<file path="src/rtl/tick_pkg.sv">
package tick_pkg;

    // Operating states of the tick down-counter
    typedef enum logic [0:0] {
        ST_STOPPED  = 1'b0,
        ST_COUNTING = 1'b1
    } tick_state_e;

    // Reference rate the prescaler divides
    localparam int unsigned REF_RATE_HZ = 32768;

endpackage

</file>
<file path="src/rtl/tick_prescaler.sv">
module tick_prescaler #(
    parameter int PRE_W = 15,
    parameter int SEL_W = 4
) (
    input  logic             clk,
    input  logic             rst_n,
    input  logic             ref_stb,
    input  logic [SEL_W-1:0] div_sel,
    output logic             tick_stb
);

    logic [PRE_W-1:0] pre_q;
    logic [PRE_W-1:0] sel_mask;

    // Bit i of the mask is set when it lies below the selected power of two
    generate
        for (genvar i = 0; i < PRE_W; i++) begin : g_mask
            assign sel_mask[i] = (int'(div_sel) > i);
        end
    endgenerate

    always_ff @(posedge clk) begin
        if (!rst_n) begin
            pre_q <= '0;
        end else if (ref_stb) begin
            pre_q <= pre_q + 1'b1;
        end
    end

    // A tick fires on the strobe that completes a group of 2^n strobes
    assign tick_stb = ref_stb & (&(pre_q | ~sel_mask));

endmodule

</file>
<file path="src/rtl/tick_reload_reg.sv">
module tick_reload_reg #(
    parameter int CNT_W      = 16,
    parameter int MIN_RELOAD = 2
) (
    input  logic             clk,
    input  logic             rst_n,
    input  logic             wr,
    input  logic [CNT_W-1:0] wdata,
    output logic [CNT_W-1:0] reload_q
);

    localparam logic [CNT_W-1:0] FLOOR = CNT_W'(MIN_RELOAD);

    logic accept;

    // Values at or below the floor are refused and the old value stays
    assign accept = wr && (wdata > FLOOR);

    always_ff @(posedge clk) begin
        if (!rst_n) begin
            reload_q <= '0;
        end else if (accept) begin
            reload_q <= wdata;
        end
    end

endmodule

</file>
<file path="src/rtl/tick_down_fsm.sv">
module tick_down_fsm
    import tick_pkg::*;
#(
    parameter int CNT_W = 16
) (
    input  logic             clk,
    input  logic             rst_n,
    input  logic             master_en,
    input  logic             tick_en,
    input  logic             tick_stb,
    input  logic [CNT_W-1:0] reload,
    output logic             running,
    output logic             expire,
    output logic [CNT_W-1:0] count
);

    localparam logic [CNT_W-1:0] ONE = CNT_W'(1);

    tick_state_e      state_q;
    tick_state_e      state_d;
    logic             ten_q;
    logic [CNT_W-1:0] cnt_q;
    logic             gate;
    logic             arm;
    logic             t_start;
    logic             t_halt;
    logic             t_expire;
    logic             t_step;

    assign gate = master_en & tick_en;
    assign arm  = tick_en & ~ten_q & master_en & (reload != '0);

    // Transition decode
    always_comb begin
        state_d  = state_q;
        t_start  = 1'b0;
        t_halt   = 1'b0;
        t_expire = 1'b0;
        t_step   = 1'b0;
        unique case (state_q)
            ST_STOPPED: begin
                if (arm) begin
                    t_start = 1'b1;
                    state_d = ST_COUNTING;
                end
            end
            ST_COUNTING: begin
                if (!gate) begin
                    t_halt  = 1'b1;
                    state_d = ST_STOPPED;
                end else if (tick_stb) begin
                    if (cnt_q == ONE) begin
                        t_expire = 1'b1;
                    end else begin
                        t_step = 1'b1;
                    end
                end
            end
        endcase
    end

    // State register and edge-detect history
    always_ff @(posedge clk) begin
        if (!rst_n) begin
            state_q <= ST_STOPPED;
            ten_q   <= 1'b0;
        end else begin
            state_q <= state_d;
            ten_q   <= tick_en;
        end
    end

    // Counter datapath
    always_ff @(posedge clk) begin
        if (!rst_n) begin
            cnt_q <= '0;
        end else if (t_start || t_expire) begin
            cnt_q <= reload;
        end else if (t_step) begin
            cnt_q <= cnt_q - ONE;
        end
    end

    // Outputs
    always_comb begin
        running = (state_q == ST_COUNTING);
        expire  = t_expire;
        count   = cnt_q;
    end

endmodule

</file>
<file path="src/rtl/tick_pending_reg.sv">
module tick_pending_reg (
    input  logic clk,
    input  logic rst_n,
    input  logic set_evt,
    input  logic clr_wr,
    input  logic clr_data,
    output logic pending,
    output logic irq
);

    logic pend_q;

    // A new event outranks an acknowledge in the same cycle
    always_ff @(posedge clk) begin
        if (!rst_n) begin
            pend_q <= 1'b0;
        end else if (set_evt) begin
            pend_q <= 1'b1;
        end else if (clr_wr && clr_data) begin
            pend_q <= 1'b0;
        end
    end

    assign pending = pend_q;
    assign irq     = pend_q;

endmodule

</file>
<file path="src/rtl/tick_timer.sv">
module tick_timer #(
    parameter int CNT_W      = 16,
    parameter int PRE_W      = 15,
    parameter int SEL_W      = 4,
    parameter int MIN_RELOAD = 2
) (
    input  logic             clk,
    input  logic             rst_n,
    input  logic             ref_stb,
    input  logic             master_en,
    input  logic             tick_en,
    input  logic [SEL_W-1:0] div_sel,
    input  logic             reload_wr,
    input  logic [CNT_W-1:0] reload_wdata,
    input  logic             pend_wr,
    input  logic             pend_wdata,
    output logic             tick_irq,
    output logic             tick_pending,
    output logic [CNT_W-1:0] tick_count
);

    logic             tick_stb;
    logic [CNT_W-1:0] reload_q;
    logic             running;
    logic             expire;

    tick_prescaler #(
        .PRE_W (PRE_W),
        .SEL_W (SEL_W)
    ) u_pre (
        .clk      (clk),
        .rst_n    (rst_n),
        .ref_stb  (ref_stb),
        .div_sel  (div_sel),
        .tick_stb (tick_stb)
    );

    tick_reload_reg #(
        .CNT_W      (CNT_W),
        .MIN_RELOAD (MIN_RELOAD)
    ) u_reload (
        .clk      (clk),
        .rst_n    (rst_n),
        .wr       (reload_wr),
        .wdata    (reload_wdata),
        .reload_q (reload_q)
    );

    tick_down_fsm #(
        .CNT_W (CNT_W)
    ) u_fsm (
        .clk       (clk),
        .rst_n     (rst_n),
        .master_en (master_en),
        .tick_en   (tick_en),
        .tick_stb  (tick_stb),
        .reload    (reload_q),
        .running   (running),
        .expire    (expire),
        .count     (tick_count)
    );

    tick_pending_reg u_pend (
        .clk      (clk),
        .rst_n    (rst_n),
        .set_evt  (expire),
        .clr_wr   (pend_wr),
        .clr_data (pend_wdata),
        .pending  (tick_pending),
        .irq      (tick_irq)
    );

endmodule

</file>
<file path="config.mk">
export PLATFORM = sky130hd
export DESIGN_NAME = tick_timer
export DESIGN_NICKNAME = d
export VERILOG_FILES = /design/src/rtl/tick_pkg.sv /design/src/rtl/tick_prescaler.sv /design/src/rtl/tick_reload_reg.sv /design/src/rtl/tick_down_fsm.sv /design/src/rtl/tick_pending_reg.sv /design/src/rtl/tick_timer.sv
export SDC_FILE = /design/constraint.sdc
export NUM_CORES = 1
export LEC_CHECK = 0
export ABC_CLOCK_PERIOD_IN_PS = 3700
export BUFFER_PORTS_ARGS = -buffer_cell sky130_fd_sc_hd__buf_2
export CELL_PAD_IN_SITES_DETAIL_PLACEMENT = 1
export CELL_PAD_IN_SITES_GLOBAL_PLACEMENT = 1
export CORE_MARGIN = 1.5
export CORE_UTILIZATION = 30
export CTS_CLUSTER_SIZE = 30
export DETAILED_ROUTE_END_ITERATION = 8
export PLACE_DENSITY_LB_ADDON = 0.1
export SETUP_SLACK_MARGIN = 0.4
export SLEW_MARGIN = 20
export SYNTH_ARGS = -nofsm -noshare
export SYNTH_HDL_FRONTEND = slang
export SYNTH_SLANG_ARGS = --single-unit
</file>
<file path="constraint.sdc">
create_clock -name clk -period 3.7 [get_ports clk]
set_input_delay 0.37 -clock clk [delete_from_list [all_inputs] [get_ports clk]]
set_output_delay 0.37 -clock clk [all_outputs]
set_load 0.01 [all_outputs]
</file>
==> results.md, run 1 <==
* Post-route insts no fill at 465
* Max-cap check violation count at 0
* First-pass GRT wire length at between 10 and 15 mm
* Register-to-register setup slack at 1.03 ns
* Share of post-route cells with drive strength above 1 at 0.169
* Register bit count reported by yosys at 50
* Area share of the largest cell type after synthesis at 0.390
* Setup Fix Bufs, Post-CTS at 0
* Root buffer selected by CTS: sky130_fd_sc_hd__clkbuf_8
* Detailed-router iteration count before antenna repair at 4
* Clock slew seen by the registers of the worst setup and hold paths at 0.10 ns
* Nature of the critical path endpoint: register
* Hold Buf Count CTS at 0
* Number of synthesis warnings at 0
* Final nets at 390
* Leakage component of the power at ~1.3 nW
* Depth of the worst register-to-register path at 7
* Synthesized net count at 350
* Final weighted congestion of routability-driven global placement at 0.823
* Critical path's slowest cell: sky130_fd_sc_hd__nor2_1
* Setup ws final at 1.03 ns
* DRT antenna net count at 0
* Cell area after placement at 0.00287 mm2
* Setup repair after global routing missed its margin: false
* Num Clock Sinks at 50
* Run status: finished clean
* Rel. slew slack at 0.590
* Worst path max stage delay at 0.65 ns
* Endpoint of the most critical register-to-register path: u_fsm.count[4]
* Maximum frequency from static timing analysis at 375 MHz
* Required time at the worst-slack endpoint at 3.92 ns
* Post-place setup slack at 0.896 ns
* Delay-heaviest family, CP: simple AND/OR/NAND/NOR gates
* Max H-tree Level at 2
* Worst Path Buf+Inv at 0
* Fraction of the yosys area taken by sequential cells at 0.390
* Prevailing post-synth register cell: sky130_fd_sc_hd__dfxtp_1
* Period minus WS final at around 2.7 ns
* Measured slew at the worst slew-check pin at between 0.6 and 0.7 ns
* Multi-input gate area in the final layout at 0.00146 mm2
* Floorplan die width at 95.5 um
* Worst Skew at between 0.006 and 0.007 ns
* TritonCTS clock tree: yes
* Share of flip-flops with an asynchronous set or reset at 0
* Post-Route Utilization at 0.359
* Final sum of negative setup slack at 0 ns
* Library cell with the largest summed area after synthesis: sky130_fd_sc_hd__dfxtp_1
* Final WL at around 7.5 mm
* Initial antenna violation count at 0
* Crit Path Category: reg2reg
* Area of all placed cells without fillers at a little under 0.003 mm2
* Endpoint with the worst hold slack: u_reload.reload_q[6]
* Number of instances in the synthesized netlist at 319
* Final worst-path cycle share at 0.722
* Row count at 33
* DRC viols at 0
* Routed length per placed instance at 16.1 um
* Count of pins on the block boundary at 46
* Total gr overflow at 0
* Number of stages on the worst hold path at 3
* Largest fanout on the critical path at 13
* Final setup violation count at 0
* Via density at ~5.2
* Clk Latency, worst-skew pair at 0.30 ns
* Syn avg cell area at 8.04 um2
* Worst-path cell chain: nand2b_1 > o2111ai_1 > a311oi_2 > nand4_1 > nor2_1 > nand2_1 > o31ai_1
* Crit path arrival time at a little under 3 ns
* Starting utilization of the core area at 0.311
* Number of enable flip-flop cells after synthesis at 0
* Launching element type of the critical path: register
* Via count of the first global-routing pass at 2391
* Detailed router's first-iteration violation count at 123
* Final count of hold timing violations at 0
* Total core area at a little over 0.008 mm2
* Die Ht at 95.5 um
* Count of vias placed by the detailed router at 2417
* Max-slew violation count at 0
* FF/Latch Area at approximately 0.0010 mm2
* Total inserted antenna cells at 0
* Synthesis-to-layout area growth at 15.7%
* TritonCTS Buffers at 5
* Pin count of the biggest net entering global routing at 35
* Cell count after placement at 457
* Count of buffers from port buffering at 45
* Die footprint at 0.00911 mm2
* Tightest Hold Check Type: in2reg
* Top cells by area, synth: sky130_fd_sc_hd__dfxtp_1, sky130_fd_sc_hd__nand2_1, sky130_fd_sc_hd__nor2_1
* Netlist area before placement at ~0.0026 mm2
* Reg2Reg Launch Point: u_pre.pre_q[4]
* Power density over cell area at 358 mW/mm2
* Post-cts repair resize count at 0
* IR drop worst, VDD at about 0.14 mV
* All-layer global routing usage at 0.176
* Clock Path Buffers at 2
* Estimated wirelength of the detail-placed design at 5.65 mm
* Count of cell types in the netlist at 53
* Fillcell total at approximately 1000
* Hold path startpoint: reload_wdata[6]
final cells by class:
type                    count  area share
repair buffers             48      0.0835
inverters                   9      0.0114
clock inverters             2     0.00422
clock buffers               6      0.0278
multi-input cells         245       0.491
well taps                 105      0.0443
flip-flops and latches     50       0.337
Yosys cell counts, types with 3 or more instances:
cell type	n
sky130_fd_sc_hd__nor2_1	37
sky130_fd_sc_hd__nand3_1	10
sky130_fd_sc_hd__or3_1	3
sky130_fd_sc_hd__nand2_1	48
sky130_fd_sc_hd__and3_1	8
sky130_fd_sc_hd__xor2_1	14
sky130_fd_sc_hd__nand4b_1	3
sky130_fd_sc_hd__xnor2_1	3
sky130_fd_sc_hd__o21ai_0	10
sky130_fd_sc_hd__dfxtp_1	50
sky130_fd_sc_hd__and2_1	5
sky130_fd_sc_hd__a21oi_1	21
sky130_fd_sc_hd__nor3_1	7
sky130_fd_sc_hd__a31oi_1	5
sky130_fd_sc_hd__nor2b_1	4
sky130_fd_sc_hd__mux2i_1	5
sky130_fd_sc_hd__o211a_1	3
sky130_fd_sc_hd__a222oi_1	3
sky130_fd_sc_hd__ha_1	3
sky130_fd_sc_hd__nand4_1	10
sky130_fd_sc_hd__inv_1	9
sky130_fd_sc_hd__nor4_1	10
sky130_fd_sc_hd__clkbuf_1	10
cell families (layout without fill, tap and decap cells):
family | Yosys count | after routing | synth area share
fa+ha+maj | 3 | 3 | 0.0146
compound gates | 66 | 66 | 0.177
flops | 50 | 50 | 0.390
buf+inv | 24 | 65 | 0.0415
mux | 6 | 6 | 0.0239
simple gates | 153 | 153 | 0.295
xor+xnor | 17 | 17 | 0.0581
per-layer routing:
| layer | track usage | routed length, um | vias to the layer above |
|---|---|---|---|
| li1 | - | - | 1229 |
| met4 | 0.0404 | 40 | 0 |
| met3 | 0.0327 | 302 | 4 |
| met1 | 0.270 | 4000 | 1136 |
| met2 | 0.251 | 3140 | 48 |
| met5 | 0 | 0 | - |
where the power goes:
| group | switching [mW] | internal (mW) | leakage, nW |
|---|---|---|---|
| Sequential | 0.0211 | 0.555 | 0.407 |
| Combinational | 0.0885 | 0.0589 | 0.814 |
| Clock | 0.188 | 0.151 | 0.0472 |
| Total | 0.298 | 0.765 | 1.27 |
registers in the layout, indices dropped and copies added, names as in the netlist:
name               count
u_fsm.count           16
u_reload.reload_q     16
u_fsm.ten_q            1
u_fsm.running          1
u_pend.irq             1
u_pre.pre_q           15
cells in the final DEF (no fill, tap or decap), drive strengths merged, types with 2 or more instances in the layout:
cell    instances
a211o           2
a21oi          21
a221o           2
a222oi          3
a31oi           5
a32oi           2
and2            5
and3            8
buf            48
clkbuf          6
dfxtp          50
ha              3
inv             9
mux2i           5
nand2          48
nand2b          2
nand3          10
nand4          10
nand4b          3
nor2           39
nor2b           4
nor3            7
nor4           11
o211a           3
o211ai          2
o21a            2
o21ai          11
o221ai          2
or3             3
xnor2           3
xor2           14
metrics by stage:
stage | hold WS (ns) | total power, mW
global route | 0.306 | 1.12
CTS | 0.300 | 1.08
finish | 0.309 | 1.06
detailed placement | 0.472 | 0.736
global placement | 0.464 | 0.736
floorplan | 0.449 | 0.680
worst register-to-register path, stage by stage (launching register included):
cell and delay, ns:
sky130_fd_sc_hd__dfxtp_1 0.45, sky130_fd_sc_hd__nand2b_1 0.14, sky130_fd_sc_hd__o2111ai_1 0.13, sky130_fd_sc_hd__a311oi_2 0.29, sky130_fd_sc_hd__nand4_1 0.52, sky130_fd_sc_hd__nor2_1 0.66, sky130_fd_sc_hd__nand2_1 0.18, sky130_fd_sc_hd__o31ai_1 0.24
how the worst max path moves through the flow:
stage,depth (start not counted),slack (ns),to,start
after floorplan,9,1.70,u_fsm.count[1],div_sel[1]
after global placement,8,0.97,u_fsm.count[4],div_sel[2]
after detailed placement,8,0.90,u_fsm.count[4],div_sel[2]
after CTS,7,1.01,u_fsm.count[4],u_pre.pre_q[4]
after global routing,7,0.74,u_fsm.count[4],u_pre.pre_q[4]
final,7,1.03,u_fsm.count[4],u_pre.pre_q[4]
No activity file was read; power rests on OpenSTA's default activity.
==> run 2, diff against run 1 <==
--- a/config.mk
+++ b/config.mk
@@ -5,7 +5,7 @@
 export SDC_FILE = /design/constraint.sdc
 export NUM_CORES = 1
 export LEC_CHECK = 0
-export ABC_CLOCK_PERIOD_IN_PS = 3700
+export ABC_CLOCK_PERIOD_IN_PS = 2700
 export BUFFER_PORTS_ARGS = -buffer_cell sky130_fd_sc_hd__buf_2
 export CELL_PAD_IN_SITES_DETAIL_PLACEMENT = 1
 export CELL_PAD_IN_SITES_GLOBAL_PLACEMENT = 1
==> constraint.sdc (replaced) <==
create_clock -name clk -period 2.7 [get_ports clk]
set_input_delay 0.27 -clock clk [delete_from_list [all_inputs] [get_ports clk]]
set_output_delay 0.27 -clock clk [all_outputs]
set_load 0.01 [all_outputs]
==> run 2 against run 1 <==
Net effect: flip-flop and latch count stayed put; final cell count is 1.1% higher; sequential power is 37% higher; critical endpoint is now u_fsm.count[11].
==> results.md, run 2 (same netlist as run 1, synthesis figures left out) <==
* Final sum of negative setup slack at 0 ns (unchanged)
* IR drop worst, VDD at 0.215 mV (+53%)
* Final count of hold timing violations at 0 (unchanged)
* DRC viols at 0 (unchanged)
* Count of pins on the block boundary at 46 (unchanged)
* Pin count of the biggest net entering global routing at 22 (-37%)
* Final WL at 7.40 mm (-1.1%)
* TritonCTS clock tree: yes
* Net switching power at 411 uW (+38%)
* Total core area at 0.00826 mm2 (unchanged)
* All-layer global routing usage at 0.179 (+0.00298)
* Final setup violation count at 0 (unchanged)
* Total inserted antenna cells at 0 (unchanged)
* Max-cap check violation count at 0 (unchanged)
* Synthesis-to-layout area growth at 17.6%
* Internal cell power at 1.05 mW (+37%)
* Leakage component of the power at 1.30 nW (+2.1%)
* Count of buffers from port buffering at 45 (unchanged)
* Rel. slew slack at 0.570 (-0.0197)
* Die footprint at 0.00911 mm2 (unchanged)
* Crit path arrival time at 2.41 ns (-0.48 ns)
* Final weighted congestion of routability-driven global placement at 0.874 (+6.2%)
* Portion of total power attributed to sequential cells at 0.540 (-0.002)
* Share of post-route cells with drive strength above 1 at 0.189 (+0.0196)
* Share of total power in combinational logic at 0.140 (about the same)
* Num Clock Sinks at 50 (unchanged)
* Detailed router's first-iteration violation count at 109 (-11%)
* Final nets at 395 (+1.3%)
* Switching power share of the total at 0.281 (+0.000689)
* Required time at the worst-slack endpoint at 2.94 ns (-0.98 ns)
* Worst path max stage delay at 0.44 ns (-0.21 ns)
* Die Ht at 95.5 um (unchanged)
* Row count at 33 (unchanged)
* Worst Skew at 0.00763 ns (+0.00151 ns)
* Critical path's slowest cell: sky130_fd_sc_hd__dfxtp_1
* Total gr overflow at 0 (unchanged)
* DRT antenna net count at 0 (unchanged)
* Crit Path Category: reg2reg
* Via density at 5.26 (+1.1%)
* Initial antenna violation count at 0 (unchanged)
* Maximum frequency from static timing analysis at 461 MHz (+23%)
* Detailed-router iteration count before antenna repair at 5 (+1)
* First-pass GRT wire length at 12.6 mm (+1.1%)
* Hold Buf Count CTS at 0 (unchanged)
* Final total power at 1.46 mW (+38%)
* Period minus WS final at 2.17 ns (-0.502 ns)
* Largest fanout on the critical path at 6 (-7)
* Most common cell after layout, fill and taps aside: sky130_fd_sc_hd__dfxtp_1
* Launching element type of the critical path: register
* Clock slew seen by the registers of the worst setup and hold paths at 0.10 ns (about the same)
* Estimated wirelength of the detail-placed design at 5.64 mm (about the same)
* Run status: finished clean
* Clock Path Buffers at 2 (unchanged)
* Clock network power share at 0.320 (about the same)
* Root buffer selected by CTS: sky130_fd_sc_hd__clkbuf_8
* Measured slew at the worst slew-check pin at 0.644 ns (+0.0303 ns)
* Max H-tree Level at 2 (unchanged)
* Count of vias placed by the detailed router at 2471 (+2.2%)
* Final worst-path cycle share at 0.803 (+0.0814)
* Starting utilization of the core area at 0.311 (unchanged)
* Routed length per placed instance at 15.7 um (-2.1%)
* Floorplan die width at 95.5 um (unchanged)
* Clk Latency, worst-skew pair at 0.31 ns (about the same)
* Worst-path cell chain: nand2b_1 > o2111ai_1 > a311oi_2 > nand3_1 > or3_1 > a221o_1 > a21oi_1
* Most used cells in the layout excluding fill and tap cells: sky130_fd_sc_hd__dfxtp_1, sky130_fd_sc_hd__nand2_1, sky130_fd_sc_hd__buf_2
* Power density over cell area at 485 mW/mm2 (+35%)
* Via count of the first global-routing pass at 2410 (+0.79%)
* Nature of the critical path endpoint: register
* Tightest Hold Check Type: in2reg
* Register-to-register setup slack at 0.53 ns (-0.50 ns)
* Setup repair after global routing missed its margin: true
* Max-slew violation count at 0 (unchanged)
* TritonCTS Buffers at 5 (unchanged)
## run 2: critical path: cells and delay by family, from the launching register on
family / cells / cell delay (ns)
DFF: 1 / 0.44
AOI/OAI and AO/OA: 4 / 0.89
and+or+nand+nor: 3 / 0.78
## run 2: what timing repair did
item | 4_1_cts | 5_1_grt
pin swaps | 1 | 1
endpoints found under the hold margin | 0 | 0
buffers inserted | 1 | 0
resized for setup | 0 | 3
endpoints found under the setup margin | 4 | 7
## run 2: area by class of cell
class	instances	area [um2]
clock buffer	6	82.6
sequential	50	1000
fill	1024	5240
clock inverter	2	12.5
inverter	9	33.8
tap	105	131
multi-input combinational	245	1470
timing repair buffer	53	285
## run 2: final timing paths
kind	start	endpoint	cells past startpoint
setup reg to reg	u_pre.pre_q[4]	u_fsm.count[11]	7
hold / removal	reload_wdata[0]	u_reload.reload_q[0]	3
setup / recovery	u_pre.pre_q[4]	u_fsm.count[11]	7
hold reg to reg	u_reload.reload_q[5]	u_reload.reload_q[5]	2
## run 2: power groups by stage
stage / clock network, mW / logic [mW] / registers (mW)
finish: 0.467 / 0.205 / 0.790
global route: 0.528 / 0.234 / 0.795
CTS: 0.495 / 0.205 / 0.790
detailed placement: 0 / 0.203 / 0.807
global placement: 0 / 0.202 / 0.806
floorplan: 0 / 0.132 / 0.799
## run 2: per-stage QoR
stage                     area [um2]  instances  hold WS (ns)  setup slack (ns)   util
after global routing            3020        470         0.204             0.359  0.365
after detailed placement        2900        461         0.473             0.409  0.351
after floorplan                 2560        319         0.392             0.730      -
after global placement          2900        461         0.467             0.453  0.351
after CTS                       3000        470         0.194             0.527  0.364
final                           3020        470         0.203             0.532  0.365
## run 2: routing by layer
metal  up-vias  share of wire  global-route usage
li1       1234              -                   -
met3         6          0.039              0.0287
met5         -              0                   0
met1      1178           0.55               0.276
met4         0          0.011              0.0441
met2        53           0.40               0.255
